**src/rtl/pwalk_pkg.sv**
```systemverilog
`timescale 1ns/1ps
package pwalk_pkg;

    typedef enum logic [1:0] {
        FLT_NONE = 2'd0,
        FLT_TOP  = 2'd1,
        FLT_LEAF = 2'd2
    } pw_fault_e;

    typedef enum logic [2:0] {
        ST_IDLE      = 3'd0,
        ST_TOP_REQ   = 3'd1,
        ST_TOP_WAIT  = 3'd2,
        ST_LEAF_REQ  = 3'd3,
        ST_LEAF_WAIT = 3'd4,
        ST_DONE      = 3'd5
    } pw_state_e;

endpackage

```
**src/rtl/pw_addr_gen.sv**
```systemverilog
`timescale 1ns/1ps
// Forms a descriptor byte address from a table frame and an entry index.
module pw_addr_gen #(
    parameter int ADDR_W  = 32,
    parameter int OFF_W   = 12,
    parameter int IDX_W   = 10,
    parameter int DESC_BYTES_LOG2 = 2,
    localparam int FRAME_W = ADDR_W - OFF_W
) (
    input  logic [FRAME_W-1:0] table_frame,
    input  logic [IDX_W-1:0]   entry_idx,
    output logic [ADDR_W-1:0]  desc_addr
);
    logic [ADDR_W-1:0] base_addr;
    logic [ADDR_W-1:0] entry_ofs;

    always_comb begin
        base_addr = ADDR_W'(table_frame) << OFF_W;
        entry_ofs = ADDR_W'(entry_idx) << DESC_BYTES_LOG2;
        desc_addr = base_addr + entry_ofs;
    end
endmodule

```
**src/rtl/pw_desc_dec.sv**
```systemverilog
`timescale 1ns/1ps
// Splits a descriptor into its presence flag and frame field.
module pw_desc_dec #(
    parameter int DESC_W  = 32,
    parameter int FRAME_W = 20
) (
    input  logic [DESC_W-1:0]  desc,
    output logic               present,
    output logic [FRAME_W-1:0] frame
);
    logic unused_desc_bits;

    assign present          = desc[0];
    assign frame            = desc[DESC_W-1 -: FRAME_W];
    assign unused_desc_bits = ^desc[DESC_W-FRAME_W-1:1];
endmodule

```
**src/rtl/pw_walk_ctrl.sv**
```systemverilog
`timescale 1ns/1ps
// Walk sequencer: holds the captured request and the current table frame.
module pw_walk_ctrl
    import pwalk_pkg::*;
#(
    parameter int FRAME_W = 20,
    parameter int VPN_W   = 20
) (
    input  logic               clk,
    input  logic               rst_n,
    input  logic               req_valid,
    input  logic [VPN_W-1:0]   req_vpn,
    input  logic               req_write,
    input  logic [FRAME_W-1:0] root_frame,
    input  logic               mem_req_ready,
    input  logic               mem_rsp_valid,
    input  logic               desc_present,
    input  logic [FRAME_W-1:0] desc_frame,
    output logic               req_ready,
    output logic               mem_req_valid,
    output logic               leaf_phase,
    output logic [FRAME_W-1:0] base_frame,
    output logic [VPN_W-1:0]   vpn,
    output logic               rsp_valid,
    output logic [FRAME_W-1:0] rsp_frame,
    output pw_fault_e          rsp_fault,
    output logic               rsp_write
);
    typedef struct packed {
        pw_state_e          state;
        logic [VPN_W-1:0]   vpn;
        logic               write;
        logic [FRAME_W-1:0] base;
        logic [FRAME_W-1:0] frame;
        pw_fault_e          fault;
    } walk_t;

    walk_t walk_d, walk_q;

    always_comb begin
        walk_d = walk_q;
        unique case (walk_q.state)
            ST_IDLE: begin
                if (req_valid) begin
                    walk_d.vpn   = req_vpn;
                    walk_d.write = req_write;
                    walk_d.base  = root_frame;
                    walk_d.frame = '0;
                    walk_d.fault = FLT_NONE;
                    walk_d.state = ST_TOP_REQ;
                end
            end
            ST_TOP_REQ: begin
                if (mem_req_ready) walk_d.state = ST_TOP_WAIT;
            end
            ST_TOP_WAIT: begin
                if (mem_rsp_valid) begin
                    if (desc_present) begin
                        walk_d.base  = desc_frame;
                        walk_d.state = ST_LEAF_REQ;
                    end else begin
                        walk_d.fault = FLT_TOP;
                        walk_d.frame = '0;
                        walk_d.state = ST_DONE;
                    end
                end
            end
            ST_LEAF_REQ: begin
                if (mem_req_ready) walk_d.state = ST_LEAF_WAIT;
            end
            ST_LEAF_WAIT: begin
                if (mem_rsp_valid) begin
                    if (desc_present) begin
                        walk_d.frame = desc_frame;
                        walk_d.fault = FLT_NONE;
                    end else begin
                        walk_d.frame = '0;
                        walk_d.fault = FLT_LEAF;
                    end
                    walk_d.state = ST_DONE;
                end
            end
            ST_DONE: begin
                walk_d.state = ST_IDLE;
            end
            default: begin
                walk_d.state = ST_IDLE;
            end
        endcase
    end

    always_ff @(posedge clk) begin
        if (!rst_n) begin
            walk_q.state <= ST_IDLE;
            walk_q.vpn   <= '0;
            walk_q.write <= 1'b0;
            walk_q.base  <= '0;
            walk_q.frame <= '0;
            walk_q.fault <= FLT_NONE;
        end else begin
            walk_q <= walk_d;
        end
    end

    assign req_ready     = (walk_q.state == ST_IDLE);
    assign mem_req_valid = (walk_q.state == ST_TOP_REQ) || (walk_q.state == ST_LEAF_REQ);
    assign leaf_phase    = (walk_q.state == ST_LEAF_REQ) || (walk_q.state == ST_LEAF_WAIT);
    assign base_frame    = walk_q.base;
    assign vpn           = walk_q.vpn;
    assign rsp_valid     = (walk_q.state == ST_DONE);
    assign rsp_frame     = walk_q.frame;
    assign rsp_fault     = walk_q.fault;
    assign rsp_write     = walk_q.write;
endmodule

```
**src/rtl/pgwalk_top.sv**
```systemverilog
`timescale 1ns/1ps
module pgwalk_top
    import pwalk_pkg::*;
#(
    parameter int ADDR_W = 32,
    parameter int OFF_W  = 12,
    parameter int IDX_W  = 10,
    parameter int DESC_W = 32,
    localparam int FRAME_W = ADDR_W - OFF_W,
    localparam int VPN_W   = 2 * IDX_W
) (
    input  logic               clk,
    input  logic               rst_n,
    input  logic [FRAME_W-1:0] root_frame,
    input  logic               req_valid,
    output logic               req_ready,
    input  logic [VPN_W-1:0]   req_vpn,
    input  logic               req_write,
    output logic               mem_req_valid,
    input  logic               mem_req_ready,
    output logic [ADDR_W-1:0]  mem_req_addr,
    input  logic               mem_rsp_valid,
    input  logic [DESC_W-1:0]  mem_rsp_data,
    output logic               rsp_valid,
    output logic [FRAME_W-1:0] rsp_frame,
    output logic [1:0]         rsp_fault,
    output logic               rsp_write
);
    logic               desc_present;
    logic [FRAME_W-1:0] desc_frame;
    logic               leaf_phase;
    logic [FRAME_W-1:0] base_frame;
    logic [VPN_W-1:0]   vpn_q;
    logic [IDX_W-1:0]   entry_idx;
    pw_fault_e          fault_code;

    pw_desc_dec #(.DESC_W(DESC_W), .FRAME_W(FRAME_W)) i_dec (
        .desc    (mem_rsp_data),
        .present (desc_present),
        .frame   (desc_frame)
    );

    pw_walk_ctrl #(.FRAME_W(FRAME_W), .VPN_W(VPN_W)) i_ctrl (
        .clk           (clk),
        .rst_n         (rst_n),
        .req_valid     (req_valid),
        .req_vpn       (req_vpn),
        .req_write     (req_write),
        .root_frame    (root_frame),
        .mem_req_ready (mem_req_ready),
        .mem_rsp_valid (mem_rsp_valid),
        .desc_present  (desc_present),
        .desc_frame    (desc_frame),
        .req_ready     (req_ready),
        .mem_req_valid (mem_req_valid),
        .leaf_phase    (leaf_phase),
        .base_frame    (base_frame),
        .vpn           (vpn_q),
        .rsp_valid     (rsp_valid),
        .rsp_frame     (rsp_frame),
        .rsp_fault     (fault_code),
        .rsp_write     (rsp_write)
    );

    // Upper index field selects the top entry, lower field the leaf entry.
    assign entry_idx = leaf_phase ? vpn_q[IDX_W-1:0] : vpn_q[VPN_W-1:IDX_W];
    assign rsp_fault = fault_code;

    pw_addr_gen #(.ADDR_W(ADDR_W), .OFF_W(OFF_W), .IDX_W(IDX_W),
                  .DESC_BYTES_LOG2($clog2(DESC_W / 8))) i_agen (
        .table_frame (base_frame),
        .entry_idx   (entry_idx),
        .desc_addr   (mem_req_addr)
    );
endmodule

```
**config.mk**
```make
export PLATFORM = sky130hd
export DESIGN_NAME = pgwalk_top
export DESIGN_NICKNAME = d
export VERILOG_FILES = /design/src/rtl/pwalk_pkg.sv /design/src/rtl/pw_addr_gen.sv /design/src/rtl/pw_desc_dec.sv /design/src/rtl/pw_walk_ctrl.sv /design/src/rtl/pgwalk_top.sv
export SDC_FILE = /design/constraint.sdc
export NUM_CORES = 1
export LEC_CHECK = 0
export BUFFER_PORTS_ARGS = -buffer_cell sky130_fd_sc_hd__buf_2
export CAP_MARGIN = 5
export CORE_MARGIN = 8
export CORE_UTILIZATION = 48
export CTS_BUF_LIST = sky130_fd_sc_hd__clkbuf_4
export DETAILED_ROUTE_END_ITERATION = 10
export PLACE_DENSITY = 0.85
export SYNTH_ARGS = -nofsm -noshare
export SYNTH_HDL_FRONTEND = slang
export SYNTH_SLANG_ARGS = --single-unit
```
**constraint.sdc**
```tcl
create_clock -name clk -period 2.67 [get_ports clk]
set_clock_uncertainty 0.05 [all_clocks]
set_input_delay 0.1335 -clock clk [delete_from_list [all_inputs] [get_ports clk]]
set_output_delay 0.1335 -clock clk [all_outputs]
set_load 0.01 [all_outputs]
```
# After elaboration in Yosys (flattened, before gate mapping)
# Cells that the tools add are included.
word_totals:
  register_bits: 66
  input_bits: 78
  out_inout_bits: 58
  elab_cells: 43
classes:
  addsub: 1
  eq_ne: 12
  muxes: 15
  reduce_logical: 9
op_table:
  columns: ["cell", "count"]
  rows:
  - ["2-to-1 mux 22 bit", 3]
  - ["2-to-1 mux 66 bit", 1]
  - ["case mux 22 bit (3 select lines)", 1]
  - ["2-to-1 mux 42 bit", 1]
  - ["case mux 20 bit (2 select lines)", 1]
  - ["adder 32 x 12 -> 32 bit", 1]
  - ["2-to-1 mux 20 bit", 1]
  - ["2-to-1 mux 3 bit", 5]
  - ["case mux 3 bit (5 select lines)", 1]
  - ["inequality test 2 bit (second input constant)", 7]
  - ["2-to-1 mux 10 bit", 1]
  - ["AND reduction 5 bit", 2]
  - ["equality test 3 x 2 -> 1 bit (second input constant)", 2]
  - ["equality test 3 bit (second input constant)", 2]
  - ["AND reduction 4 bit", 1]
  - ["equality test 3 x 1 -> 1 bit (second input constant)", 1]
  - ["logical NOT 3 bit", 1]
  - ["nonzero test 3 bit", 1]
  - ["logical OR 1 bit", 2]
  - ["AND reduction 2 bit", 1]
  - ["nonzero test 2 bit", 1]

# Depth between registers and ports, before layout
logic_depth:
  ltp_word: 4
  mapped_depth: 6

# By module
# A second synthesis with hierarchy kept.
hier_totals:
  hier_cells: 463
  area_unflattened_um2: 3941.3
by_module_without_submodules:
  columns: ["mod", "instances", "cells_per_inst", "area_per_inst_um2", "seq_area_each_um2"]
  rows:
  - ["pw_walk_ctrl", 1, 398, 3378.2, 1321.3]
  - ["pw_addr_gen", 1, 33, 244.0, 0.0]
  - ["pgwalk_top", 1, 11, 161.4, 0.0]
  - ["pw_desc_dec", 1, 21, 157.7, 0.0]

# Worst setup path before layout
# Ideal clock, no wire load.
synth_timing:
  path_kind: "flip-flop to output port"
  from: "reg i_ctrl.walk_q[65] (netlist bit)"
  to: "out mem_req_addr[10]"
  arrival_ps: 1476
  t_required_ps: 2487
  slack_ps: 1010
  stages_incl_launch_ff: 6
  path_buffers: 2
  path_cell_list: "dfxtp_1 buf_2 nor2b_1 a21o_1 buf_2 mux2_2"
synth_between:
  elab_chain_len: 4
  elab_cells_between_ends: 5
  classes_between: "add/sub (1); eq/ne (2); mux (1); reduce/logical (1)"
synth_rtl:
  columns: ["element", "line", "rtl"]
  rows:
  - ["from (decl)", "pw_walk_ctrl.sv:38", "walk_t walk_d, walk_q;"]
  - ["from (signal assigned)", "pw_walk_ctrl.sv:101", "walk_q <= walk_d;"]
  - ["equality test 3 x 2 -> 1 bit or equality test 3 bit (tied branches)", "pw_walk_ctrl.sv:107", "assign leaf_phase = (walk_q.state == ST_LEAF_REQ) || (walk_q.state == ST_LEAF_WAIT);"]
  - ["logical OR 1 bit (*)", "pw_walk_ctrl.sv:107", null]
  - ["2-to-1 mux 10 bit (*)", "pgwalk_top.sv:66", "assign entry_idx = leaf_phase ? vpn_q[IDX_W-1:0] : vpn_q[VPN_W-1:IDX_W];"]
  - ["adder 32 x 12 -> 32 bit (*)", "pw_addr_gen.sv:20", "desc_addr = base_addr + entry_ofs;"]
  - ["to (decl)", "pgwalk_top.sv:21", "output logic [ADDR_W-1:0] mem_req_addr,"]
# Mark *: on every way between the ends. The rest lies on a longest branch, timed or not.

# Worst setup path after layout
layout_timing:
  from: "reg i_ctrl.walk_q[65] (netlist bit)"
  to: "out mem_req_addr[8]"
# Same word-level chain as after synthesis.

==> run metrics <==
Fill cells=621; Leakage=2.10 nW; CP Launch Type=flop; Crit. End Element=output port; CTS Buf Count=9; R2R depth=4; Critical Path RT=2.49 ns; Syn Area/Cell=8.92 um2; Final Util=60.7%; Die X-Extent=102 um; Post-Syn Instances=395; EDFF count, synth=0; worst path cell trace=nor3b_2, a21o_1, mux2_2, buf_2; Synth async-reset ratio=0%; # IOs=136; worst-path maximum fanout=13; Yosys top cell area share=37.5%; CP arrival=2.28 ns; die height=102 um; Post-DP HPWL=6.57 mm; Core ar.=7180 um2; Rows=31; max_cap viols=0; Hold EP=i_ctrl.rsp_fault[1]$_SDFFE_PN0P_; FF+latch count, synth=66; Critical Path Max Stage Delay=0.63 ns; synthesized cell area=3520 um2; Worst Hold Launch=mem_rsp_data[0]; nets=581; Clock Latency Late Sink=0.40 ns; drt pass-1 iters=4; most area-consuming cells after synthesis=dfxtp_1, mux2i_1, buf_4; Worst Hold Depth=3; R2R Setup Slk=0.60 ns; first-pass GRT wire length=15.3 mm; final wirelength=9.86 mm; vias in the first global route=3097; Final Hold Viols=0; yosys warns=0; hold crit path type=in -> reg; post-route ant nets=0; final worst path period share=92.2%; port buffer count=122; largest net degree at the start of global routing=42; WP buf/inv=1; RR Endpoint=i_ctrl.base_frame[18]$_SDFFE_PN0P_; P&R area growth vs syn=23.5%; status=finished clean; Fmax=406 MHz; Vias/cell=5.11; antenna violations before repair=0; GP Congestion=0.818; worst r2r src=i_ctrl.walk_q[64]$_SDFFE_PN0P_; Synth Flop Type=dfxtp_1; DR iter-0 viols=198; clk buf depth=2; Setup-failing EPs final=0; slew margin rel.=52.1%; setup TNS=0 ns; pwr/cell area=493 nW/um2; post-synthesis sequential area ratio=37.5%; H-tree levels=3; root buffer cell=clkbuf_4; Top delay family on crit path=flip-flops; gr usage total=18.8%; Post-Place Worst Slack=0.576 ns; GR Overflow Total=0; slew at the pin with the worst max-slew slack=0.718 ns; Final min period=2.46 ns; CP max-delay cell=dfxtp_1; RSZ-0062 raised after global routing=false; clk slew on worst S/H paths=0.11 ns; Yosys cell types=39; # DRC=0; Routed wire per std cell=16.2 um; maximum vdd ir drop=0.351 mV; CTS tree=built; clock sinks=66; PnR worst setup slack=0.208 ns; share of layout cells above drive strength 1=33.5%; post-synth top area cell=dfxtp_1; critical path class=reg -> out; Total Die Area=10300 um2; vias=3104; fin. max-slew vios=0; Initial Util=49.1%
-- area by class of cell --
| cell class | instances | area (um2) | area share (%) |
|---|---|---|---|
| timing repair buffer | 173 | 1100 | 25.2 |
| multi-input combinational | 252 | 1710 | 39.2 |
| tap | 99 | 124 | 2.85 |
| sequential | 66 | 1320 | 30.4 |
| clock buffer | 9 | 67.6 | 1.55 |
| clock inverter | 6 | 25.0 | 0.575 |
| antenna | 2 | 5.00 | 0.115 |
| inverter | 1 | 3.75 | 0.0862 |
-- cells in the mapped netlist (2+ instances only) --
cell,number
dfxtp_1,66
nand2_1,65
buf_4,48
mux2i_1,42
a21oi_1,22
and2_1,21
nand3_1,21
nor2_1,20
clkbuf_1,14
buf_2,13
a221oi_1,11
mux2_2,10
a221oi_2,9
nand2b_1,3
and3b_1,2
buf_6,2
nand3b_1,2
nor2b_1,2
nor3_1,2
-- worst max-delay path by stage --
stage                                   startpoint                to  slack [ns]  cells past startpoint
floorplan           i_ctrl.walk_q[65]$_SDFFE_PN0P_  mem_req_addr[10]        1.01                      5
global placement    i_ctrl.walk_q[63]$_SDFFE_PN0P_   mem_req_addr[4]        0.62                      4
detailed placement  i_ctrl.walk_q[63]$_SDFFE_PN0P_  mem_req_addr[11]        0.58                      4
CTS                 i_ctrl.walk_q[63]$_SDFFE_PN0P_  mem_req_addr[11]        0.11                      4
global route        i_ctrl.walk_q[65]$_SDFFE_PN0P_   mem_req_addr[8]        0.08                      4
finish              i_ctrl.walk_q[65]$_SDFFE_PN0P_   mem_req_addr[8]        0.21                      4
-- kinds of logic after synthesis --
family / Yosys count / synth area share (%)
XOR/XNOR: 1 / 0.249
flip-flops: 66 / 37.5
other: 1 / 0.106
buffers and inverters: 78 / 14.3
AND/OR/NAND/NOR: 147 / 20.9
multiplexers: 52 / 15.1
AO/OA/AOI/OAI: 50 / 11.8
-- cells in the final DEF, fill, tap and decap left out, types with 5 or more instances in the layout --
cell           count
dfxtp_1           65
clkbuf_4           9
and2_1            21
clkinv_1           5
nor2_1            20
mux2i_1           42
a21oi_1           22
dlygate4sd3_1     42
nand2_1           65
a221oi_2           9
buf_4              9
mux2_2            10
buf_2            122
nand3_1           21
a221oi_1          11
-- routing by layer --
layer | GRT usage, % | routed length (um) | part of all wire [%] | up-vias
met4 | 9.62 | 250 | 2.5 | 0
met3 | 5.57 | 736 | 7.5 | 26
li1 | - | - | - | 1524
met1 | 20.2 | 3860 | 39 | 1445
met2 | 32.5 | 5010 | 51 | 109
met5 | 0 | 0 | 0 | -
-- stage by stage --
stage	instance area, um2	std cells	power [mW]	hold WS, ns
finish	4350	608	2.15	0.0395
global route	4350	606	2.26	0.0476
CTS	4350	606	2.15	0.0160
detailed placement	3830	549	1.60	0.330
global placement	3830	549	1.58	0.324
floorplan	3530	396	1.49	0.219
-- registers in the layout, indices dropped and copies added, names as in the netlist --
name,count
i_ctrl.rsp_fault,2
i_ctrl.base_frame,20
i_ctrl.rsp_write,1
i_ctrl.vpn,20
i_ctrl.walk_q,3
i_ctrl.rsp_frame,20
-- what timing repair did --
item	in CTS	in global routing
gates resized for setup	0	1
hold buffers	42	0
hold endpoints to repair	42	0
buffers inserted	0	0
setup endpoints to repair	0	7
-- worst register-to-register path, stage by stage, from the launching register on --
cell	delay [ns]
dfxtp_1	0.77
or3b_1	0.40
buf_4	0.25
mux2i_1	0.18
a221oi_2	0.32
-- power breakdown --
part	leakage (nW)	total, mW	internal (mW)	switching (mW)
Clock	0.0555	0.516	0.171	0.344
Combinational	1.50	0.531	0.251	0.280
Sequential	0.540	1.10	1.05	0.0498
(Power assumes the default switching activity.)
